File: src/rtl/thermal_watch_pkg.sv
package thermal_watch_pkg;
  localparam int TEMP_W = 8;
  localparam int RUN_W  = 3;
  localparam int NFLAG  = 3;
  localparam int IDX_HOT  = 0;
  localparam int IDX_COOL = 1;
  localparam int IDX_EOC  = 2;
  localparam logic signed [TEMP_W-1:0] T_LOW  = -8'sd10;
  localparam logic signed [TEMP_W-1:0] T_HIGH = 8'sd85;
  localparam logic [TEMP_W-1:0] HOT_RST  = 8'h32;
  localparam logic [TEMP_W-1:0] COOL_RST = 8'h2D;

  function automatic logic [TEMP_W-1:0] clamp_temp(input logic [TEMP_W-1:0] raw);
    logic signed [TEMP_W-1:0] s;
    s = $signed(raw);
    if (s > T_HIGH)     return T_HIGH;
    else if (s < T_LOW) return T_LOW;
    else                return raw;
  endfunction

  function automatic logic [RUN_W-1:0] queue_need(input logic [1:0] sel);
    case (sel)
      2'd0:    return RUN_W'(1);
      2'd1:    return RUN_W'(2);
      2'd2:    return RUN_W'(4);
      default: return RUN_W'(6);
    endcase
  endfunction

  function automatic logic at_or_above(input logic [TEMP_W-1:0] a, input logic [TEMP_W-1:0] b);
    return $signed(a) >= $signed(b);
  endfunction
endpackage

File: src/rtl/tw_launch.sv
module tw_launch #(
  parameter int PERIOD_MS = 60000
) (
  input  logic clk,
  input  logic rst_n,
  input  logic tick_ms,
  input  logic periodic_en,
  input  logic read_cmd,
  input  logic adc_done,
  output logic adc_start,
  output logic busy,
  output logic conv_end,
  output logic take,
  output logic timer_fire
);
  localparam int CNT_W = (PERIOD_MS > 1) ? $clog2(PERIOD_MS) : 1;
  localparam logic [CNT_W-1:0] CNT_LAST = CNT_W'(PERIOD_MS - 1);

  logic [CNT_W-1:0] tick_cnt;
  logic launch;

  assign timer_fire = periodic_en && tick_ms && (tick_cnt == CNT_LAST);
  assign launch     = (read_cmd || timer_fire) && !busy;
  assign take       = busy && adc_done;

  always_ff @(posedge clk) begin
    if (!rst_n) begin
      tick_cnt <= '0;
    end else if (!periodic_en) begin
      tick_cnt <= '0;
    end else if (tick_ms) begin
      tick_cnt <= (tick_cnt == CNT_LAST) ? '0 : tick_cnt + 1'b1;
    end
  end

  always_ff @(posedge clk) begin
    if (!rst_n) begin
      busy      <= 1'b0;
      adc_start <= 1'b0;
      conv_end  <= 1'b0;
    end else begin
      adc_start <= launch;
      if (launch) begin
        busy     <= 1'b1;
        conv_end <= 1'b0;
      end else if (take) begin
        busy     <= 1'b0;
        conv_end <= 1'b1;
      end
    end
  end
endmodule

File: src/rtl/tw_judge.sv
module tw_judge
  import thermal_watch_pkg::*;
(
  input  logic              clk,
  input  logic              rst_n,
  input  logic              take,
  input  logic [TEMP_W-1:0] adc_code,
  input  logic              hot_wr,
  input  logic              cool_wr,
  input  logic [TEMP_W-1:0] limit_data,
  input  logic [1:0]        queue_sel,
  input  logic              queue_clr,
  input  logic              status_rd,
  output logic [TEMP_W-1:0] temp_last,
  output logic [NFLAG-1:0]  flags,
  output logic [RUN_W-1:0]  hot_run
);
  localparam logic [RUN_W-1:0] RUN_CAP = RUN_W'(6);

  logic [TEMP_W-1:0] hot_lim, cool_lim, sample;
  logic [RUN_W-1:0]  run_next;
  logic              is_hot, is_cool;
  logic [NFLAG-1:0]  flag_set;

  assign sample   = clamp_temp(adc_code);
  assign is_hot   = at_or_above(sample, hot_lim);
  assign is_cool  = !at_or_above(sample, cool_lim);
  assign run_next = (hot_run == RUN_CAP) ? RUN_CAP : hot_run + 1'b1;

  assign flag_set[IDX_HOT]  = take && is_hot && (run_next >= queue_need(queue_sel));
  assign flag_set[IDX_COOL] = take && is_cool;
  assign flag_set[IDX_EOC]  = take;

  always_ff @(posedge clk) begin
    if (!rst_n) begin
      hot_lim  <= HOT_RST;
      cool_lim <= COOL_RST;
    end else begin
      if (hot_wr)  hot_lim  <= limit_data;
      if (cool_wr) cool_lim <= limit_data;
    end
  end

  always_ff @(posedge clk) begin
    if (!rst_n) begin
      temp_last <= '0;
      hot_run   <= '0;
    end else if (take) begin
      temp_last <= sample;
      hot_run   <= is_hot ? run_next : '0;
    end else if (queue_clr) begin
      hot_run   <= '0;
    end
  end

  for (genvar g = 0; g < NFLAG; g++) begin : g_flag
    always_ff @(posedge clk) begin
      if (!rst_n) flags[g] <= 1'b0;
      else        flags[g] <= flag_set[g] || (flags[g] && !status_rd);
    end
  end
endmodule

File: src/rtl/thermal_watch.sv
module thermal_watch
  import thermal_watch_pkg::*;
#(
  parameter int PERIOD_MS = 60000
) (
  input  logic       clk,
  input  logic       rst_n,
  input  logic       tick_ms,
  input  logic       periodic_en,
  input  logic       read_cmd,
  output logic       adc_start,
  input  logic       adc_done,
  input  logic [7:0] adc_code,
  input  logic       hot_wr,
  input  logic       cool_wr,
  input  logic [7:0] limit_data,
  input  logic [1:0] queue_sel,
  input  logic       queue_clr,
  input  logic       status_rd,
  input  logic       hot_ie,
  input  logic       cool_ie,
  input  logic       eoc_ie,
  output logic       read_busy,
  output logic       conv_end,
  output logic [7:0] temp_last,
  output logic       flag_hot,
  output logic       flag_cool,
  output logic       flag_eoc,
  output logic       irq
);
  logic             sample_take;
  logic             timer_fire;
  logic [NFLAG-1:0] flags;
  logic [NFLAG-1:0] enables;
  logic [RUN_W-1:0] hot_run;

  tw_launch #(.PERIOD_MS(PERIOD_MS)) u_launch (
    .clk(clk), .rst_n(rst_n), .tick_ms(tick_ms), .periodic_en(periodic_en),
    .read_cmd(read_cmd), .adc_done(adc_done), .adc_start(adc_start),
    .busy(read_busy), .conv_end(conv_end), .take(sample_take),
    .timer_fire(timer_fire)
  );

  tw_judge u_judge (
    .clk(clk), .rst_n(rst_n), .take(sample_take), .adc_code(adc_code),
    .hot_wr(hot_wr), .cool_wr(cool_wr), .limit_data(limit_data),
    .queue_sel(queue_sel), .queue_clr(queue_clr), .status_rd(status_rd),
    .temp_last(temp_last), .flags(flags), .hot_run(hot_run)
  );

  assign enables[IDX_HOT]  = hot_ie;
  assign enables[IDX_COOL] = cool_ie;
  assign enables[IDX_EOC]  = eoc_ie;

  assign flag_hot  = flags[IDX_HOT];
  assign flag_cool = flags[IDX_COOL];
  assign flag_eoc  = flags[IDX_EOC];
  assign irq       = |(flags & enables);
endmodule

File: config.mk
export PLATFORM = sky130hd
export DESIGN_NAME = thermal_watch
export DESIGN_NICKNAME = d
export VERILOG_FILES = /design/src/rtl/thermal_watch_pkg.sv /design/src/rtl/tw_launch.sv /design/src/rtl/tw_judge.sv /design/src/rtl/thermal_watch.sv
export SDC_FILE = /design/constraint.sdc
export NUM_CORES = 1
export LEC_CHECK = 0
export ABC_CLOCK_PERIOD_IN_PS = 3500
export BUFFER_PORTS_ARGS = -buffer_cell sky130_fd_sc_hd__buf_4
export CAP_MARGIN = 15
export CORE_ASPECT_RATIO = 0.8
export CORE_MARGIN = 1
export CORE_UTILIZATION = 55
export DETAILED_ROUTE_END_ITERATION = 8
export PLACE_DENSITY_LB_ADDON = 0.25
export SLEW_MARGIN = 20
export SYNTH_ARGS = -nofsm -noshare
export SYNTH_HDL_FRONTEND = slang
export SYNTH_SLANG_ARGS = --single-unit
File: constraint.sdc
create_clock -name clk -period 3.5 [get_ports clk]
set_clock_uncertainty 0.2 [all_clocks]
set_input_delay 0.525 -clock clk [delete_from_list [all_inputs] [get_ports clk]]
set_output_delay 0.525 -clock clk [all_outputs]
set_load 0.005 [all_outputs]
==> results of run 1 <==
[cell usage after synthesis (7+ instances only)]
cell                        n
sky130_fd_sc_hd__a21oi_1   10
sky130_fd_sc_hd__clkbuf_1   7
sky130_fd_sc_hd__dfxtp_1   49
sky130_fd_sc_hd__ha_1      23
sky130_fd_sc_hd__inv_1     27
sky130_fd_sc_hd__mux2i_1   11
sky130_fd_sc_hd__nand2_1   29
sky130_fd_sc_hd__nor2_1    37
sky130_fd_sc_hd__nor2b_1   12
sky130_fd_sc_hd__o21ai_0   10
sky130_fd_sc_hd__xnor2_1    7
sky130_fd_sc_hd__xor2_1     7
[how the worst min path moves through the flow]
| stage | cells after the start | end | slack [ns] |
|---|---|---|---|
| global route | 2 | u_judge.flags[0]$_SDFF_PN0_ | 0.22 |
| detailed placement | 2 | u_judge.temp_last[7]$_SDFFE_PN0P_ | 0.27 |
| global placement | 2 | u_judge.temp_last[5]$_SDFFE_PN0P_ | 0.26 |
| finish | 2 | u_judge.flags[0]$_SDFF_PN0_ | 0.23 |
| floorplan | 2 | u_judge.cool_lim[0]$_SDFFE_PN1P_ | 0.25 |
| CTS | 2 | u_judge.flags[0]$_SDFF_PN0_ | 0.22 |
[per-stage QoR]
step	worst slack (ns)	instance area, um2
after floorplan	0.616	2550
after global placement	0.312	2900
after detailed placement	0.274	2900
after CTS	0.563	2980
after global routing	0.341	2980
final	0.549	2980
[flip-flops by register name, summed over array words and instances (netlist names)]
| register | cells |
|---|---|
| u_launch.tick_cnt | 16 |
| u_judge.hot_lim | 8 |
| u_judge.hot_run | 3 |
| u_judge.flags | 3 |
| u_launch.conv_end | 1 |
| u_launch.busy | 1 |
| u_judge.cool_lim | 8 |
| u_judge.temp_last | 8 |
| u_launch.adc_start | 1 |
[kinds of logic (layout without fill, tap and decap cells)]
family                   Yosys count  count (layout)  share of synthesized area (%)
AO/OA/AOI/OAI                     48              48                           12.6
XOR/XNOR                          14              14                           4.82
adder cells (fa/ha/maj)           23              23                           11.3
buffers and inverters             37              80                           6.19
flip-flops                        49              49                           38.5
multiplexers                      11              11                           4.32
AND/OR/NAND/NOR                  112             112                           22.3
[power by group through the flow]
stage | registers (mW) | clock network, mW | logic (mW)
floorplan | 0.601 | 0 | 0.101
global placement | 0.602 | 0 | 0.167
detailed placement | 0.603 | 0 | 0.170
CTS | 0.590 | 0.320 | 0.171
global route | 0.593 | 0.344 | 0.193
finish | 0.590 | 0.312 | 0.171
[cell type report]
| type | instances | share of cell area (%) |
|---|---|---|
| clock buffer | 6 | 2.43 |
| tap | 57 | 2.39 |
| clock inverter | 2 | 0.336 |
| inverter | 27 | 3.40 |
| multi-input combinational | 208 | 47.2 |
| timing repair buffer | 45 | 11.3 |
| sequential | 49 | 32.9 |
[per-layer routing]
layer	up-vias	share of wire, %	global-route usage [%]
li1	1089	-	-
met1	950	53	33.7
met2	39	42	35.9
met3	2	4.7	5.40
met4	0	0.19	4.86
met5	-	0	0
==> results.json, run 1 <==
{
  "run_status": "complete, no violations",
  "hpwl_mm": 4.07,
  "num-fill-cells": 366,
  "critPathCapture": "u_judge.flags[0]$_SDFF_PN0_",
  "cts_tree": "yes",
  "ff2ff_path_depth": 7,
  "worstPathMaxFanout": 7,
  "rsz0062_at_grt": "no",
  "yosysTopAreaCellShare_pct": 38.5,
  "final_cell_mix": "49 x sky130_fd_sc_hd__dfxtp_1, 45 x sky130_fd_sc_hd__buf_4, 37 x sky130_fd_sc_hd__nor2_1",
  "max_slew.worst_pin.slew_ns": 0.484,
  "area_taken_by_multi_input_logic_gates_mm2": 0.00141,
  "worst_path_largest_cell_delay_ns": 0.39,
  "synth_async_sr_flop_share_pct": 0,
  "post-route-min-period_ns": 2.95,
  "grt_antenna_before_repair": 0,
  "setup_tns_ns": 0,
  "cellInternalPower_mw": 0.800,
  "p_switching_mw": 0.273,
  "holdCritPathClass": "input port to register",
  "synth_edf_count": 0,
  "cp-end-kind": "register",
  "switching_share_pct": 25.4,
  "hold_violations": 0,
  "synth.distinct_cells": 40,
  "floorplan.die_area_mm2": 0.00491,
  "route.detailed.vias_per_inst": 5.28,
  "placement_rows": 21,
  "cpLargestDelayFamily": "simple AND/OR/NAND/NOR gates",
  "clk_pin_slew_worst_paths_ns": 0.08,
  "timing.final.max_slew_violations": 0,
  "mappedNetlistNets": 348,
  "clock_power_share_pct": 29.0,
  "cts.sink_count": 49,
  "post_cts_buffers": 0,
  "r2r-start": "u_judge.hot_lim[7]$_SDFFE_PN0P_",
  "numnets_final": 390,
  "worstSetupPathDepth": 12,
  "power_mw": 1.07,
  "cts_buffer_depth": 2,
  "hold_path_startpoint": "status_rd",
  "grt_pass1_vias": 1997,
  "irDropWorstVdd_uv": 301,
  "cts-root-buf": "sky130_fd_sc_hd__clkbuf_8",
  "layout.area.seq_um2": 981,
  "holdBufCountCts": 0,
  "finalNonFillerCells": 394,
  "setup.worst_path.class": "input port to register",
  "r2r_slack_ns": 1.48,
  "layout.cells.most_common": "sky130_fd_sc_hd__dfxtp_1",
  "grt_first_pass_wirelength_mm": 9.12,
  "postRouteAntennaNets": 0,
  "finalHoldWorstSlack_ns": 0.227,
  "syn_area_mm2": 0.00255,
  "ys_seq_area_share_pct": 38.5,
  "cell_with_the_largest_stage_delay_on_the_worst_path": "sky130_fd_sc_hd__or3_1",
  "numCtsBuffers": 5,
  "total_leakage_power_nw": 1.37,
  "worst_path_most_repeated_cell": "sky130_fd_sc_hd__ha_1",
  "post_cts.resized_instances": 0,
  "gr-usage-all-layers_pct": 23.5,
  "synthTopCellsByArea": "sky130_fd_sc_hd__dfxtp_1 39%, sky130_fd_sc_hd__ha_1 11%, sky130_fd_sc_hd__nor2_1 5.5%",
  "slew_headroom_pct": 67.5,
  "comb_power_share_pct": 15.9,
  "timing.critical_path.from": "adc_code[2]",
  "die_h_um": 62.9,
  "synth_seq_cells": 49,
  "max-cap-violations": 0,
  "critPathBufInv": 1,
  "portBuffers": 45,
  "cts_max_level": 2,
  "drt_iter0_drcs": 76,
  "drt-pass1-iter-count": 4,
  "r2r_endpoint": "u_judge.flags[0]$_SDFF_PN0_",
  "setup_viol": 0,
  "diodes": 0,
  "cp-start-kind": "input port",
  "grt_max_degree": 35,
  "ys_warn_count": 0,
  "synth.largest_area_cell": "sky130_fd_sc_hd__dfxtp_1",
  "detail_route.wirelength_mm": 5.28,
  "required_time_at_the_endpoint_of_the_critical_path_ns": 3.47,
  "syn-mean-instance-area_um2": 8.66,
  "drive_gt1_share_pct": 16.9,
  "worst_skew_late_latency_ns": 0.29,
  "num_io_pins": 46,
  "final_util_pct": 69.2,
  "critical_path_arrival_ns": 2.92,
  "post_synth_inst_count": 294,
  "min_period_over_period_pct": 84.3,
  "die_w_um": 78.1,
  "synthesis_to_finish_area_growth_pct": 17.1,
  "timing.fmax_ghz": 0.339,
  "initial_utilization_pct": 59.1,
  "average_wire_per_cell_in_the_routed_design_um": 13.4,
  "p_seq_share_pct": 55.0,
  "placedCellCount": 386,
  "synthFlopType": "sky130_fd_sc_hd__dfxtp_1",
  "vias": 2080,
  "grt_overflow_total": 0,
  "remaining_drc_errors": 0,
  "timing.critical_path.cells": "buf_4 > a21oi_1 > nor2b_1 > nand4_1 > ha_1 > or3_1 > ha_1 > and4_1 > o2111ai_1 > a31oi_1 > a41oi_1 > o22ai_1",
  "power.density_mw_per_mm2": 360,
  "fp.coreArea_mm2": 0.00431,
  "place_congestion": 0.900
}
(Power assumes the default switching activity.)
==> run 2, diff against run 1 <==
ABC_CLOCK_PERIOD_IN_PS = 2800   (was 3500)
clock period = 2.8 ns   (was 3.5 ns; I/O delays follow)
==> run 2 against run 1 <==
Against the previous run: largest power group unchanged; worst setup slack lost 0.62 ns; sequential share of layout area shrank 3.3 points; the run now ends with negative setup slack left; register-to-register slack lost 0.83 ns; critical endpoint is now u_judge.hot_run[2]$_SDFFE_PN0P_.
==> results.json, run 2 (synthesized netlist as in run 1, its figures left out) <==
{
  "vias": 2316,
  "post-route-min-period_ns": 2.87,
  "required_time_at_the_endpoint_of_the_critical_path_ns": 2.81,
  "rsz0062_at_grt": "yes",
  "cts-root-buf": "sky130_fd_sc_hd__clkbuf_8",
  "grt_pass1_vias": 2065,
  "drt_iter0_drcs": 220,
  "num-fill-cells": 317,
  "remaining_drc_errors": 0,
  "average_wire_per_cell_in_the_routed_design_um": 15.3,
  "holdCritPathClass": "input port to register",
  "hold_violations": 0,
  "gr-usage-all-layers_pct": 25.5,
  "clock_power_share_pct": 30.6,
  "drt-pass1-iter-count": 5,
  "numnets_final": 412,
  "power.density_mw_per_mm2": 448,
  "worstPathMaxFanout": 6,
  "final_util_pct": 76.8,
  "min_period_over_period_pct": 103,
  "portBuffers": 45,
  "cts_max_level": 2,
  "ff2ff_path_depth": 7,
  "timing.fmax_ghz": 0.348,
  "detail_route.wirelength_mm": 6.37,
  "total_leakage_power_nw": 1.50,
  "slew_headroom_pct": 67.6,
  "violations": "negative setup slack",
  "grt_overflow_total": 0,
  "run_status": "complete, but fails checks",
  "p_seq_share_pct": 49.8,
  "routed-wl-met2_mm": 2.94,
  "route.detailed.vias_per_inst": 5.57,
  "place_congestion": 0.878,
  "dr_wl_met3_um": 370,
  "setup_viol": 1,
  "hpwl_mm": 4.29,
  "grt_first_pass_wirelength_mm": 9.67,
  "cts.sink_count": 49,
  "floorplan.die_area_mm2": 0.00491,
  "drive_gt1_share_pct": 27.0,
  "num_io_pins": 46,
  "max-cap-violations": 0,
  "cp-end-kind": "register",
  "power_mw": 1.48,
  "non_filler_cell_area_final_mm2": 0.00331,
  "layout_setup_ws_ns": -0.0737,
  "diodes": 0,
  "grt_max_degree": 35,
  "registers.top_by_ff_count": "u_launch.tick_cnt",
  "cp-start-kind": "input port",
  "cts_tree": "yes",
  "numCtsBuffers": 5,
  "cellInternalPower_mw": 1.09,
  "grt_antenna_before_repair": 0,
  "p_switching_mw": 0.388,
  "die_w_um": 78.1,
  "irDropWorstVdd_uv": 453,
  "comb_power_share_pct": 19.6,
  "max_slew.worst_pin.slew_ns": 0.482,
  "worst_skew_late_latency_ns": 0.30,
  "critical_path_arrival_ns": 2.88,
  "flip_flop_count_of_the_largest_register_after_layout": 16,
  "timing.final.max_slew_violations": 0,
  "layout.cells.most_common": "sky130_fd_sc_hd__buf_4",
  "clk_pin_slew_worst_paths_ns": 0.09,
  "cts_buffer_depth": 2,
  "holdBufCountCts": 0,
  "initial_utilization_pct": 59.1,
  "min_path_cells": 2,
  "final_cell_mix": "64 x sky130_fd_sc_hd__buf_4, 49 x sky130_fd_sc_hd__dfxtp_1, 35 x sky130_fd_sc_hd__nor2_1",
  "detailed_place.area_mm2": 0.00304,
  "topmost_layer_with_routed_signal_wires": "met4",
  "die_h_um": 62.9,
  "placement_rows": 21,
  "setup.worst_path.class": "input port to register",
  "synthesis_to_finish_area_growth_pct": 30.0,
  "postRouteAntennaNets": 0,
  "routedLengthMet1_mm": 2.97,
  "switching_share_pct": 26.2,
  "fp.coreArea_mm2": 0.00431
}
## run 2: power by group through the flow
stage | combinational, mW | clock (mW) | sequential [mW]
after floorplan | 0.126 | 0 | 0.751
after global placement | 0.235 | 0 | 0.753
after detailed placement | 0.241 | 0 | 0.754
after CTS | 0.250 | 0.463 | 0.738
after global routing | 0.317 | 0.492 | 0.741
final | 0.290 | 0.454 | 0.738
## run 2: layout make-up
class | count | area, um2 | share of cell area (%)
clock buffer | 7 | 96.3 | 2.91
clock inverter | 1 | 5.00 | 0.151
inverter | 27 | 101 | 3.06
multi-input combinational | 208 | 1540 | 46.4
sequential | 49 | 981 | 29.6
tap | 57 | 71.3 | 2.16
timing repair buffer | 67 | 518 | 15.7
## run 2: timing repair
action                                 CTS  global route
resized for setup                        3            23
pin swaps                                1            14
endpoints found under the hold margin    0             0
setup buffers                            0             3
setup endpoints to repair                4             4
## run 2: path summary, 6_finish.rpt
kind                                startpoint  slack [ns]                                end
min reg2reg  u_judge.temp_last[7]$_SDFFE_PN0P_        0.27  u_judge.temp_last[7]$_SDFFE_PN0P_
max reg2reg    u_judge.hot_lim[7]$_SDFFE_PN0P_        0.65    u_judge.hot_run[2]$_SDFFE_PN0P_
min                                  status_rd        0.12        u_judge.flags[0]$_SDFF_PN0_
max                                adc_code[2]       -0.07    u_judge.hot_run[2]$_SDFFE_PN0P_
## run 2: worst max-delay path, stage by stage
cell and delay [ns]:
sky130_fd_sc_hd__buf_6 0.07, sky130_fd_sc_hd__a21oi_2 0.05, sky130_fd_sc_hd__nor2b_1 0.15, sky130_fd_sc_hd__nand4_1 0.16, sky130_fd_sc_hd__ha_4 0.31, sky130_fd_sc_hd__or3_4 0.41, sky130_fd_sc_hd__ha_4 0.27, sky130_fd_sc_hd__and4_4 0.25
sky130_fd_sc_hd__nand2_2 0.08, sky130_fd_sc_hd__a31oi_2 0.19, sky130_fd_sc_hd__a41oi_2 0.24, sky130_fd_sc_hd__o31ai_1 0.29
## run 2: per-layer routing
| layer | vias up | GRT usage [%] |
|---|---|---|
| met3 | 11 | 5.11 |
| met1 | 1086 | 34.7 |
| met4 | 0 | 6.48 |
| met5 | - | 0 |
| li1 | 1134 | - |
| met2 | 85 | 41.1 |
## run 2: stage by stage
step           hold WS [ns]  setup TNS, ns  setup WS (ns)  cells
2_1_floorplan         0.246              0         0.0207    294
3_3_place_gp          0.261          -1.11         -0.304    405
3_5_place_dp          0.268          -1.32         -0.348    405
4_1_cts               0.110              0         0.0418    413
5_1_grt               0.114         -0.176         -0.125    416
6_report              0.118        -0.0737        -0.0737    416
==> run 3, diff against run 2 <==
CORE_UTILIZATION = 30   (was 55)
HOLD_SLACK_MARGIN = 0.05   (was unset)
==> run 3 against run 2 <==
Against the previous run: the run still ends with negative setup slack left; via count is 6.6% lower; largest power group unchanged; first-iteration DRC count is 72% lower; critical path type unchanged; critical path depth grew 1; fmax increased by 2.3%; wire length fell by 6.1%; sequential power hardly changed; non-clock buffer count grew 1; core utilization down 36 points; die area up 81%.
==> results.json, run 3 (synthesized netlist as in run 1, its figures left out) <==
{
  "run_status": "complete, but fails checks",
  "violations": "negative setup slack",
  "max-cap-violations": 0,
  "die_h_um": 84.4,
  "layout.area.seq_um2": 981,
  "drt_iter0_drcs": 61,
  "cts.sink_count": 49,
  "min_period_over_period_pct": 100,
  "post-route-min-period_ns": 2.81,
  "holdCritPathClass": "input port to register",
  "route.detailed.vias_per_inst": 4.62,
  "r2r_slack_ns": 0.75,
  "cp-end-kind": "register",
  "timing.fmax_ghz": 0.356,
  "drt-pass1-iter-count": 4,
  "area_taken_by_multi_input_logic_gates_mm2": 0.00150,
  "worstPathMaxFanout": 6,
  "cts-root-buf": "sky130_fd_sc_hd__clkbuf_8",
  "numnets_final": 413,
  "place_congestion": 0.840,
  "cellInternalPower_mw": 1.05,
  "clock_power_share_pct": 31.1,
  "initial_utilization_pct": 31.5,
  "num-fill-cells": 816,
  "critical_path_arrival_ns": 2.84,
  "layout_setup_ws_ns": -0.00942,
  "cts_buffer_depth": 2,
  "comb_power_share_pct": 18.3,
  "cell_with_the_largest_stage_delay_on_the_worst_path": "sky130_fd_sc_hd__or3_4",
  "vias": 2164,
  "gr-usage-all-layers_pct": 13.9,
  "slew_headroom_pct": 63.0,
  "rsz0062_at_grt": "yes",
  "final_cell_mix": "65 x sky130_fd_sc_hd__buf_4, 49 x sky130_fd_sc_hd__dfxtp_1, 36 x sky130_fd_sc_hd__nor2_1",
  "registers.top_by_ff_count": "u_launch.tick_cnt",
  "num_io_pins": 46,
  "irDropWorstVdd_uv": 219,
  "p_seq_share_pct": 50.5,
  "non_filler_cell_area_final_mm2": 0.00334,
  "grt_first_pass_wirelength_mm": 9.82,
  "cts_tree": "yes",
  "worst_path_largest_cell_delay_ns": 0.41,
  "cp-start-kind": "input port",
  "detailed_place.area_mm2": 0.00313,
  "timing.final.max_slew_violations": 0,
  "grt_overflow_total": 0,
  "fp.coreArea_mm2": 0.00809,
  "grt_max_degree": 35,
  "setup_viol": 1,
  "average_wire_per_cell_in_the_routed_design_um": 12.8,
  "final_util_pct": 41.3,
  "worst_skew_late_latency_ns": 0.31,
  "diodes": 0,
  "detail_route.wirelength_mm": 5.99,
  "flip_flop_count_of_the_largest_register_after_layout": 16,
  "layout.cells.most_common": "sky130_fd_sc_hd__buf_4",
  "numCtsBuffers": 5,
  "portBuffers": 45,
  "switching_share_pct": 28.1,
  "timing.critical_path.cells": "buf_8 > a21oi_4 > nor2b_2 > nand4_1 > ha_4 > or3_4 > ha_4 > and4_4 > o2111ai_4 > a31oi_2 > a41oi_2 > buf_4 > o31ai_2",
  "required_time_at_the_endpoint_of_the_critical_path_ns": 2.83,
  "setup.worst_path.class": "input port to register",
  "placedCellCount": 459,
  "max_slew.worst_pin.slew_ns": 0.551,
  "grt_pass1_vias": 2076,
  "total_leakage_power_nw": 1.50,
  "r2r_endpoint": "u_judge.hot_run[2]$_SDFFE_PN0P_",
  "whs_endpoint": "u_judge.flags[0]$_SDFF_PN0_",
  "worst_path_most_repeated_cell": "sky130_fd_sc_hd__ha_4",
  "power_mw": 1.46,
  "drive_gt1_share_pct": 25.8,
  "postRouteAntennaNets": 0,
  "floorplan.die_area_mm2": 0.00886,
  "timing.critical_path.from": "adc_code[2]",
  "p_switching_mw": 0.410,
  "clk_pin_slew_worst_paths_ns": 0.10,
  "hold_violations": 0,
  "power.density_mw_per_mm2": 437,
  "synthesis_to_finish_area_growth_pct": 31.2,
  "hpwl_mm": 4.52,
  "cts_max_level": 2,
  "ff2ff_path_depth": 8,
  "grt_antenna_before_repair": 0,
  "remaining_drc_errors": 0,
  "finalNonFillerCells": 468,
  "hold_path_startpoint": "status_rd",
  "min_path_cells": 2,
  "worst_slack_at_placement_ns": -0.384,
  "r2r-start": "u_judge.hot_lim[7]$_SDFFE_PN0P_",
  "holdBufCountCts": 0,
  "placement_rows": 29,
  "die_w_um": 105
}
## run 3: cell types whose count changed in the layout (fill, tap and decap cells not counted), moves of 2 or more
cell	previous run	this run
sky130_fd_sc_hd__ha_4	4	2
sky130_fd_sc_hd__ha_1	19	21
sky130_fd_sc_hd__a31oi_1	0	2
sky130_fd_sc_hd__clkbuf_8	7	5
## run 3: layer usage
metal	routed length [um]	track usage [%]	vias up	share of wire, %
met1	2990	19.0	987	50
met5	0	0	-	0
met4	64	4.35	0	1.1
li1	-	-	1135	-
met3	278	3.11	5	4.6
met2	2660	21.9	37	44
## run 3: final cells by class
type	count	share of cell area, %
clock inverter	3	0.862
clock buffer	5	2.06
timing repair buffer	68	15.8
inverter	27	3.03
tap	108	4.05
multi-input combinational	208	44.8
sequential	49	29.4
## run 3: per-stage QoR
step | hold slack [ns] | TNS, ns
floorplan | 0.246 | 0
global placement | 0.264 | -1.22
detailed placement | 0.266 | -1.54
global route | 0.112 | -0.228
CTS | 0.0959 | 0
finish | 0.112 | -0.00942
## run 3: what timing repair did
item / in CTS / in global routing
resized for setup: 1 / 19
setup endpoints to repair: 4 / 5
buffers inserted: 0 / 1
pin swaps: 0 / 8
## run 3: worst max path at each step
stage,end,slack (ns),cells past startpoint
floorplan,u_judge.flags[0]$_SDFF_PN0_,0.02,11
global placement,u_judge.hot_run[2]$_SDFFE_PN0P_,-0.31,13
detailed placement,u_judge.hot_run[2]$_SDFFE_PN0P_,-0.38,13
CTS,u_judge.hot_run[2]$_SDFFE_PN0P_,0.002,13
global route,u_judge.hot_run[2]$_SDFFE_PN0P_,-0.10,13
finish,u_judge.hot_run[2]$_SDFFE_PN0P_,-0.009,13
## run 3: critical path: cells and delay by family
kind	cells	cell delay (ns)
buffers and inverters	2	0.26
adder cells (fa/ha/maj)	2	0.57
AO/OA/AOI/OAI	5	0.66
AND/OR/NAND/NOR	4	0.95
## run 3: power groups by stage
stage | registers, mW | clock network [mW] | logic, mW
after floorplan | 0.751 | 0 | 0.126
after global placement | 0.754 | 0 | 0.244
after detailed placement | 0.754 | 0 | 0.246
after CTS | 0.738 | 0.476 | 0.250
after global routing | 0.742 | 0.504 | 0.301
final | 0.738 | 0.455 | 0.268
